<file path="src/rtl/ea_ext_pkg.sv">
package ea_ext_pkg;

  typedef enum logic [3:0] {
    TAG_DREG     = 4'd0,
    TAG_AREG     = 4'd1,
    TAG_IND      = 4'd2,
    TAG_POSTINC  = 4'd3,
    TAG_PREDEC   = 4'd4,
    TAG_DISP     = 4'd5,
    TAG_INDEX    = 4'd6,
    TAG_ABS_W    = 4'd7,
    TAG_ABS_L    = 4'd8,
    TAG_PC_DISP  = 4'd9,
    TAG_PC_INDEX = 4'd10,
    TAG_IMM      = 4'd11,
    TAG_BAD      = 4'd15
  } ea_tag_e;

  typedef enum logic [1:0] {
    SZ_BYTE = 2'd0,
    SZ_WORD = 2'd1,
    SZ_LONG = 2'd2,
    SZ_RSVD = 2'd3
  } op_size_e;

  typedef struct packed {
    ea_tag_e    tag;
    logic [1:0] nwords;
    logic       sext;
    logic       pc_rel;
    logic       illegal;
  } ea_decode_t;

endpackage

</file>
<file path="src/rtl/ea_mode_decode.sv">
module ea_mode_decode
  import ea_ext_pkg::*;
(
  input  logic [2:0] mode_i,
  input  logic [2:0] reg_i,
  input  logic [1:0] size_i,
  output ea_decode_t dec_o
);

  always_comb begin
    dec_o         = '0;
    dec_o.tag     = ea_tag_e'({1'b0, mode_i});
    unique case (mode_i)
      3'd5: begin
        dec_o.nwords = 2'd1;
        dec_o.sext   = 1'b1;
      end
      3'd6: dec_o.nwords = 2'd1;
      3'd7: begin
        unique case (reg_i)
          3'd0: begin
            dec_o.tag    = TAG_ABS_W;
            dec_o.nwords = 2'd1;
            dec_o.sext   = 1'b1;
          end
          3'd1: begin
            dec_o.tag    = TAG_ABS_L;
            dec_o.nwords = 2'd2;
          end
          3'd2: begin
            dec_o.tag    = TAG_PC_DISP;
            dec_o.nwords = 2'd1;
            dec_o.sext   = 1'b1;
            dec_o.pc_rel = 1'b1;
          end
          3'd3: begin
            dec_o.tag    = TAG_PC_INDEX;
            dec_o.nwords = 2'd1;
            dec_o.pc_rel = 1'b1;
          end
          3'd4: begin
            dec_o.tag    = TAG_IMM;
            dec_o.nwords = (op_size_e'(size_i) == SZ_LONG) ? 2'd2 : 2'd1;
          end
          default: begin
            dec_o.tag     = TAG_BAD;
            dec_o.illegal = 1'b1;
          end
        endcase
      end
      default: ;
    endcase
  end


  always_comb begin
    illegal_no_words_chk: assert (!dec_o.illegal || dec_o.nwords == 2'd0);
  end

endmodule

</file>
<file path="src/rtl/ea_word_accum.sv">
module ea_word_accum #(
  parameter int WORD_W = 16
) (
  input  logic                clk_i,
  input  logic                rst_ni,
  input  logic                clear_i,
  input  logic                sext_i,
  input  logic                push_i,
  input  logic [WORD_W-1:0]   word_i,
  output logic [2*WORD_W-1:0] ext_o
);

  localparam int EXT_W = 2 * WORD_W;

  logic [EXT_W-1:0] acc_q;
  logic             sext_q;

  always_ff @(posedge clk_i or negedge rst_ni) begin
    if (!rst_ni) begin
      acc_q  <= '0;
      sext_q <= 1'b0;
    end else if (clear_i) begin
      acc_q  <= '0;
      sext_q <= sext_i;
    end else if (push_i) begin
      acc_q <= {acc_q[WORD_W-1:0], word_i};
    end
  end

  // single-word signed forms widen from the low half
  assign ext_o = sext_q ? {{WORD_W{acc_q[WORD_W-1]}}, acc_q[WORD_W-1:0]} : acc_q;


  push_shift_chk: assert property (@(posedge clk_i) disable iff (!rst_ni)
    (push_i && !clear_i) |=> acc_q[WORD_W-1:0] == $past(word_i) &&
                             acc_q[EXT_W-1:WORD_W] == $past(acc_q[WORD_W-1:0]));


  acc_hold_chk: assert property (@(posedge clk_i) disable iff (!rst_ni)
    (!push_i && !clear_i) |=> $stable(acc_q));

endmodule

</file>
<file path="src/rtl/ea_fetch_ctrl.sv">
module ea_fetch_ctrl
  import ea_ext_pkg::*;
#(
  parameter int ADDR_W = 32,
  parameter int WORD_W = 16
) (
  input  logic              clk_i,
  input  logic              rst_ni,
  input  logic              start_i,
  input  ea_decode_t        dec_i,
  input  logic [2:0]        reg_i,
  input  logic [ADDR_W-1:0] addr_i,
  input  logic              word_valid_i,
  output logic              word_ready_o,
  output logic              busy_o,
  output logic              done_o,
  output logic              clear_o,
  output logic              push_o,
  output logic              error_o,
  output ea_tag_e           tag_o,
  output logic [2:0]        reg_o,
  output logic [ADDR_W-1:0] pc_base_o,
  output logic [ADDR_W-1:0] next_addr_o
);

  localparam int ADDR_STEP = WORD_W / 8;

  typedef enum logic [1:0] {ST_IDLE, ST_FETCH, ST_FINISH} st_e;

  st_e               state_q;
  logic [1:0]        remain_q;
  logic              pc_rel_q;
  logic              err_q;
  ea_tag_e           tag_q;
  logic [2:0]        reg_q;
  logic [ADDR_W-1:0] addr_q;
  logic [ADDR_W-1:0] base_q;
  logic              accept;
  logic              hs;

  assign accept = start_i && (state_q == ST_IDLE);
  assign hs     = (state_q == ST_FETCH) && word_valid_i;

  always_ff @(posedge clk_i or negedge rst_ni) begin
    if (!rst_ni) begin
      state_q  <= ST_IDLE;
      remain_q <= '0;
      pc_rel_q <= 1'b0;
      err_q    <= 1'b0;
      tag_q    <= TAG_DREG;
      reg_q    <= '0;
      addr_q   <= '0;
      base_q   <= '0;
    end else begin
      unique case (state_q)
        ST_IDLE: if (start_i) begin
          tag_q    <= dec_i.tag;
          reg_q    <= reg_i;
          err_q    <= dec_i.illegal;
          pc_rel_q <= dec_i.pc_rel;
          remain_q <= dec_i.nwords;
          addr_q   <= addr_i;
          base_q   <= '0;
          state_q  <= (dec_i.illegal || dec_i.nwords == 2'd0) ? ST_FINISH : ST_FETCH;
        end
        ST_FETCH: if (word_valid_i) begin
          addr_q   <= addr_q + ADDR_W'(ADDR_STEP);
          remain_q <= remain_q - 2'd1;
          if (pc_rel_q) base_q <= addr_q;
          if (remain_q == 2'd1) state_q <= ST_FINISH;
        end
        default: state_q <= ST_IDLE;
      endcase
    end
  end

  assign word_ready_o = (state_q == ST_FETCH);
  assign busy_o       = (state_q != ST_IDLE);
  assign done_o       = (state_q == ST_FINISH);
  assign clear_o      = accept;
  assign push_o       = hs;
  assign error_o      = err_q;
  assign tag_o        = tag_q;
  assign reg_o        = reg_q;
  assign pc_base_o    = base_q;
  assign next_addr_o  = addr_q;


  done_pulse_chk: assert property (@(posedge clk_i) disable iff (!rst_ni)
    done_o |=> !done_o);


  addr_step_chk: assert property (@(posedge clk_i) disable iff (!rst_ni)
    hs |=> next_addr_o == $past(next_addr_o) + ADDR_W'(ADDR_STEP));


  stall_hold_chk: assert property (@(posedge clk_i) disable iff (!rst_ni)
    (word_ready_o && !word_valid_i) |=> word_ready_o && $stable(next_addr_o));


  ready_bound_chk: assert property (@(posedge clk_i) disable iff (!rst_ni)
    word_ready_o |-> remain_q != 2'd0);


  error_no_fetch_chk: assert property (@(posedge clk_i) disable iff (!rst_ni)
    error_o |-> !word_ready_o);


  idle_hold_chk: assert property (@(posedge clk_i) disable iff (!rst_ni)
    (!busy_o && !start_i) |=> $stable(next_addr_o) && $stable(tag_o) && $stable(pc_base_o));


  busy_start_chk: assert property (@(posedge clk_i) disable iff (!rst_ni)
    (busy_o && start_i && !done_o) |=> $stable(tag_o) && $stable(reg_o));

endmodule

</file>
<file path="src/rtl/ea_ext_fetch.sv">
module ea_ext_fetch
  import ea_ext_pkg::*;
#(
  parameter int ADDR_W = 32,
  parameter int WORD_W = 16
) (
  input  logic                clk_i,
  input  logic                rst_ni,
  input  logic                start_i,
  input  logic [2:0]          mode_i,
  input  logic [2:0]          reg_i,
  input  logic [1:0]          size_i,
  input  logic [ADDR_W-1:0]   addr_i,
  input  logic                word_valid_i,
  input  logic [WORD_W-1:0]   word_data_i,
  output logic                word_ready_o,
  output logic                busy_o,
  output logic                done_o,
  output logic                error_o,
  output logic [3:0]          tag_o,
  output logic [2:0]          reg_o,
  output logic [2*WORD_W-1:0] ext_o,
  output logic [ADDR_W-1:0]   pc_base_o,
  output logic [ADDR_W-1:0]   next_addr_o
);

  ea_decode_t dec;
  ea_tag_e    tag;
  logic       clear;
  logic       push;

  ea_mode_decode i_decode (
    .mode_i (mode_i),
    .reg_i  (reg_i),
    .size_i (size_i),
    .dec_o  (dec)
  );

  ea_fetch_ctrl #(
    .ADDR_W (ADDR_W),
    .WORD_W (WORD_W)
  ) i_ctrl (
    .clk_i        (clk_i),
    .rst_ni       (rst_ni),
    .start_i      (start_i),
    .dec_i        (dec),
    .reg_i        (reg_i),
    .addr_i       (addr_i),
    .word_valid_i (word_valid_i),
    .word_ready_o (word_ready_o),
    .busy_o       (busy_o),
    .done_o       (done_o),
    .clear_o      (clear),
    .push_o       (push),
    .error_o      (error_o),
    .tag_o        (tag),
    .reg_o        (reg_o),
    .pc_base_o    (pc_base_o),
    .next_addr_o  (next_addr_o)
  );

  ea_word_accum #(
    .WORD_W (WORD_W)
  ) i_accum (
    .clk_i   (clk_i),
    .rst_ni  (rst_ni),
    .clear_i (clear),
    .sext_i  (dec.sext),
    .push_i  (push),
    .word_i  (word_data_i),
    .ext_o   (ext_o)
  );

  assign tag_o = tag;


  bad_tag_chk: assert property (@(posedge clk_i) disable iff (!rst_ni)
    done_o |-> (error_o == (tag_o == 4'd15)));

endmodule

</file>
<file path="config.mk">
export PLATFORM = sky130hd
export DESIGN_NAME = ea_ext_fetch
export DESIGN_NICKNAME = d
export VERILOG_FILES = /design/src/rtl/ea_ext_pkg.sv /design/src/rtl/ea_mode_decode.sv /design/src/rtl/ea_word_accum.sv /design/src/rtl/ea_fetch_ctrl.sv /design/src/rtl/ea_ext_fetch.sv
export SDC_FILE = /design/constraint.sdc
export NUM_CORES = 1
export LEC_CHECK = 0
export ABC_AREA = 1
export CAP_MARGIN = 20
export CORE_MARGIN = 3
export CORE_UTILIZATION = 45
export CTS_BUF_LIST = sky130_fd_sc_hd__clkbuf_2
export DETAILED_ROUTE_END_ITERATION = 7
export GPL_TIMING_DRIVEN = 0
export PLACE_DENSITY_LB_ADDON = 0.08
export SYNTH_ARGS = -nofsm -noshare
export SYNTH_HDL_FRONTEND = slang
export SYNTH_SLANG_ARGS = --single-unit
</file>
<file path="constraint.sdc">
create_clock -name clk_i -period 4.8 [get_ports clk_i]
set_input_delay 0.72 -clock clk_i [delete_from_list [all_inputs] [get_ports clk_i]]
set_output_delay 0.72 -clock clk_i [all_outputs]
set_load 0.01 [all_outputs]
</file>
== Word level (Yosys, flattened, before mapping) ==
Cells that the tools add are included.

* Multiplexer cells: 28
* Eq/ne operators: 15
* Reductions and logical operators: 18
* $add $sub $neg: 2

{| class="wikitable"
|+ Operator list
! kind !! number
|-
| 2-to-1 mux 32 bit || 8
|-
| case mux 32 bit (2 select lines) || 2
|-
| adder 32 x 2 -> 32 bit (second input constant) || 1
|-
| case mux 4 bit (5 select lines) || 1
|-
| 2-to-1 mux 2 bit || 8
|-
| == test 3 bit (second input constant) || 4
|-
| case mux 2 bit (2 select lines) || 3
|-
| == test 3 x 2 -> 1 bit (second input constant) || 2
|-
| case mux 2 bit (3 select lines) || 1
|-
| AND reduction 3 bit || 2
|-
| nonzero test 2 bit || 3
|-
| OR reduction 2 bit || 3
|-
| OR reduction 5 bit || 1
|-
| == test 2 x 1 -> 1 bit (second input constant) || 2
|-
| == test 2 bit (second input constant) || 2
|-
| zero test 2 bit || 2
|-
| 2-to-1 mux 4 bit || 1
|-
| inequality test 2 x 1 -> 1 bit (second input constant) || 2
|-
| inequality test 2 bit (second input constant) || 2
|-
| AND reduction 4 bit || 1
|-
| == test 3 x 1 -> 1 bit (second input constant) || 1
|-
| zero test 3 bit || 1
|-
| 2-to-1 mux 1 bit || 3
|-
| OR reduction 3 bit || 1
|-
| 5 further kinds || 6
|}

* Logic and storage cells: 73
* Register bits: 110

== Logic depth before layout (Yosys ltp) ==
* Depth after elaboration: 9
* Gate-level depth with buffers: 11
* Mapped depth without buffers: 11

== Modules after synthesis ==
A second synthesis with hierarchy kept.

* Cells, all modules: 882
* Area, all modules: 6117.1 sq um

{| class="wikitable"
|+ Modules (own cells, without submodules)
! module !! instances !! seq. area each (sq um) !! area an instance (sq um) !! cells an instance
|-
| ea_fetch_ctrl || 1 || 1926.8 || 4375.4 || 648
|-
| ea_word_accum || 1 || 825.8 || 1565.3 || 195
|-
| ea_mode_decode || 1 || 0.0 || 176.4 || 39
|}

== Least setup slack after synthesis ==
No wires, ideal clock.

* Kind: reg-to-output
* From: register i_ctrl.state_q[1]
* To: output word_ready_o
* Path slack: 2880 ps
* Arrival time: 1200 ps
* Stages on the path, launching flop included: 6
* Path through: dfrtp_1 -> inv_2 -> nand2_4 -> inv_2 -> buf_2 -> buf_1

* Word-level cells in the longest chain between the ends: 1

{| class="wikitable"
|+ Ends and longest elaborated chain
! element !! line !! source
|-
| from (decl) || ea_fetch_ctrl.sv:30 || <nowiki>st_e state_q;</nowiki>
|-
| from (signal assigned) || ea_fetch_ctrl.sv:64 || <nowiki>state_q <= (dec_i.illegal || dec_i.nwords == 2'd0) ? ST_FINISH : ST_FETCH;</nowiki>
|-
| == test 2 x 1 -> 1 bit || ea_fetch_ctrl.sv:77 || <nowiki>assign word_ready_o = (state_q == ST_FETCH);</nowiki>
|-
| to (decl) || ea_ext_fetch.sv:16 || <nowiki>output logic word_ready_o,</nowiki>
|}

No other way between the ends.

== Worst setup path in the final report ==
Same ends and word-level chain as after synthesis.

==> results.json <==
{
  "yosys_warnings": 0,
  "cts.sink_count": 110,
  "die_y_um": 120,
  "fin_crit_sh_pct": 75.1,
  "ys_types": 36,
  "synth_seq_cells": 110,
  "pre_cts_ws_ps": 1940,
  "syn_area_um2": 5850,
  "initial_core_util_pct": 46.2,
  "status": "finished, final reports clean",
  "required_ps": 4080,
  "htreeDepth": 3,
  "grt_max_degree": 62,
  "critPathMaxFanout": 10,
  "synth_adder_area_share_pct": 0.428,
  "first_iter_violations": 519,
  "final.setup.worst_slack_ps": 1200,
  "rsz0062_at_grt": "false",
  "swShare_pct": 45.7,
  "antenna_found_initial": 0,
  "critPathLaunchType": "flop",
  "critical-path-max-stage-delay_ps": 630,
  "syn2layout_area_growth_pct": 34.4,
  "finalPower_mw": 4.92,
  "dp.final_hpwl_um": 13500,
  "cp_slowest_cell": "clkdlybuf4s50_1",
  "cp_common_cell": "inv_2",
  "postSynthAreaPerCell_um2": 7.62,
  "synthArstFlopShare_pct": 100,
  "cts_buffer_depth": 2,
  "stdcell_area_um2": 7860,
  "power-per-cell-area_nw_per_um2": 626,
  "pwr-share-clk_pct": 9.3,
  "cts_resized": 0,
  "max_slew_margin_pct": 54.9,
  "finalSetupTns_ps": 0,
  "syn_inst": 768,
  "num_io_pins": 167,
  "grt_pass1_wl_um": 29200,
  "critPathKind": "flop to output pin",
  "port_buffers": 165,
  "finalCriticalPeriod_ps": 3600,
  "vdd_drop_max_uv": 345,
  "yosysTopAreaCell": "dfrtp_1",
  "worstMarginPinSlew_ps": 676,
  "layout.nets": 1007,
  "vias_per_cell": 5.21,
  "clk_latency_ps": 650,
  "ctsRootBufferMaster": "clkbuf_2",
  "hold_path_class": "primary input to asynchronous set/reset pin",
  "fill_cells": 1167,
  "worstSetupEndpointType": "output pin",
  "p_seq_share_pct": 32.6,
  "syn_nets": 830,
  "grt-ovfl-total": 0,
  "power.leakage_nw": 3.64,
  "drv_cap": 0,
  "synth_top_family_by_area": "simple AND/OR/NAND/NOR gates",
  "p_int_mw": 2.67,
  "post_cts.repair.setup_buffers": 0,
  "fp.dieW_um": 120,
  "slew_viol_final": 0,
  "placed_area_um2": 7740,
  "grt_usage_pct": 25.5,
  "wire_per_inst_um": 16.2,
  "drt-total-wl_um": 18100,
  "synth_area_leaders": "dfrtp_1, nand2_1, inv_1, o21ai_0, nand3_1",
  "drc": 0,
  "setup_viol": 0,
  "synth_top_area_share_pct": 47.1,
  "grt_pass1_vias": 5681,
  "path_cells": "inv_2 -> nand2_4 -> inv_2 -> buf_2 -> buf_1 -> clkdlybuf4s50_1",
  "postCtsHoldBufs": 0,
  "fmax_mhz": 278,
  "dieArea_um2": 14400,
  "first_pass_iters": 7,
  "cts_buffers": 9,
  "cts_tree": "yes",
  "synth_compound_area_share_pct": 13.6,
  "core_area_um2": 12700,
  "via_count": 5843,
  "muxShareOfSynthArea_pct": 0,
  "crit_arrival_ps": 2880,
  "pwr-share-comb_pct": 58.1,
  "rows": 41,
  "synth-simple-area-share_pct": 24.6,
  "synth_ff_type": "dfrtp_1",
  "clk_pin_slew_ps": 330,
  "drive_gt1_share_pct": 6.42,
  "synth-seq-area-share_pct": 47.1,
  "timing_hold_violations_final": 0,
  "synth_edf_count": 0,
  "antenna_left": 0,
  "gp_congestion": 0.918,
  "skew_ps": 48.8,
  "p_switching_mw": 2.25,
  "synth_xor_area_share_pct": 0.449,
  "diodes": 0
}
[metrics by stage]
stage               std cells  utilization (%)  hold WS, ps
CTS                      1122             62.0         40.7
detailed placement       1106             61.1          473
global placement         1105             60.9          470
global route             1122             62.0         45.3
finish                   1122             62.0         50.3
floorplan                 768                -          424
[synth_stat cells (2+ instances only)]
cell type / number
nand2_1: 157
inv_1: 133
dfrtp_1: 110
nor2_1: 77
o21ai_0: 66
nand3_1: 60
o22ai_1: 45
buf_4: 21
clkbuf_1: 16
nand4_1: 15
a21oi_1: 10
buf_2: 7
nand3b_1: 7
a31oi_1: 5
nor3_1: 5
buf_6: 4
inv_2: 3
xor2_1: 3
a22oi_1: 2
ha_1: 2
nand2_2: 2
nand2_4: 2
nor2_2: 2
o311ai_0: 2
[critical path, delay by kind of cell (launching register included)]
kind          cells  cell delay, ps
buf+inv           5            1640
flops             1             500
simple gates      1             100
[metal layers]
layer / wire length [um] / up-vias / part of all wire [%] / GRT usage (%)
met3: 1370 / 22 / 7.5 / 4.57
met1: 8210 / 2789 / 45 / 36.3
li1: - / 2813 / - / -
met5: 0 / - / 0 / 0
met4: 284 / 0 / 1.6 / 7.30
met2: 8290 / 219 / 46 / 40.1
[worst paths after layout]
kind / startpoint / to / slack (ps) / cells after the start
worst max-delay path: i_ctrl.state_q[1] / word_ready_o / 1200 / 6
worst min-delay path: rst_ni / i_accum.acc_q[16] / 50 / 1
worst max register to register: i_ctrl.next_addr_o[2] / i_ctrl.next_addr_o[27] / 2560 / 11
worst min register to register: i_ctrl.tag_o[1] / i_ctrl.tag_o[1] / 530 / 2
max in group asynchronous: rst_ni / i_ctrl.next_addr_o[25] / 4000 / 2
min in group clk_i: word_valid_i / i_accum.acc_q[0] / 500 / 3
[power by group through the flow]
stage	clock [mW]	sequential, mW	combinational [mW]
after CTS	0.465	1.60	2.85
after detailed placement	0	1.62	2.84
after global routing	0.503	1.66	3.14
after floorplan	0	1.63	1.49
after global placement	0	1.61	2.79
final	0.458	1.60	2.85
[cell usage in the layout (no fill, tap or decap), drive strengths merged, types with 26 or more instances in the layout]
master | synthesis | routed
o21ai | 66 | 66
clkbuf | 16 | 26
buf | 33 | 35
nand3 | 60 | 60
dfrtp | 110 | 110
clkdlybuf4s50 | 0 | 164
nand2 | 161 | 161
inv | 136 | 139
o22ai | 45 | 45
nor2 | 79 | 79
[cell families after synthesis]
logic type	count (synthesis)
AOI/OAI and AO/OA	137
xor gates and xnor gates	3
adders and majority gates	2
buffers and inverters	185
DFF	110
and+or+nand+nor	331
[registers in the layout, indices dropped and copies added (netlist names)]
signal / count
i_ctrl.reg_o: 3
i_accum.acc_q: 32
i_accum.sext_q: 1
i_ctrl.pc_rel_q: 1
i_ctrl.tag_o: 4
i_ctrl.remain_q: 2
i_ctrl.state_q: 2
i_ctrl.pc_base_o: 32
i_ctrl.error_o: 1
i_ctrl.next_addr_o: 32
[layout make-up]
| type | count | area [um2] | area share (%) |
|---|---|---|---|
| Sequential cell | 110 | 2750 | 35.0 |
| Multi-Input combinational cell | 473 | 2280 | 29.1 |
| Timing Repair Buffer | 166 | 1680 | 21.3 |
| Inverter | 136 | 510 | 6.50 |
| Buffer | 49 | 302 | 3.84 |
| Tap cell | 172 | 215 | 2.74 |
| Clock inverter | 6 | 67.6 | 0.860 |
| Clock buffer | 10 | 50.0 | 0.637 |
(Power assumes the default switching activity.)
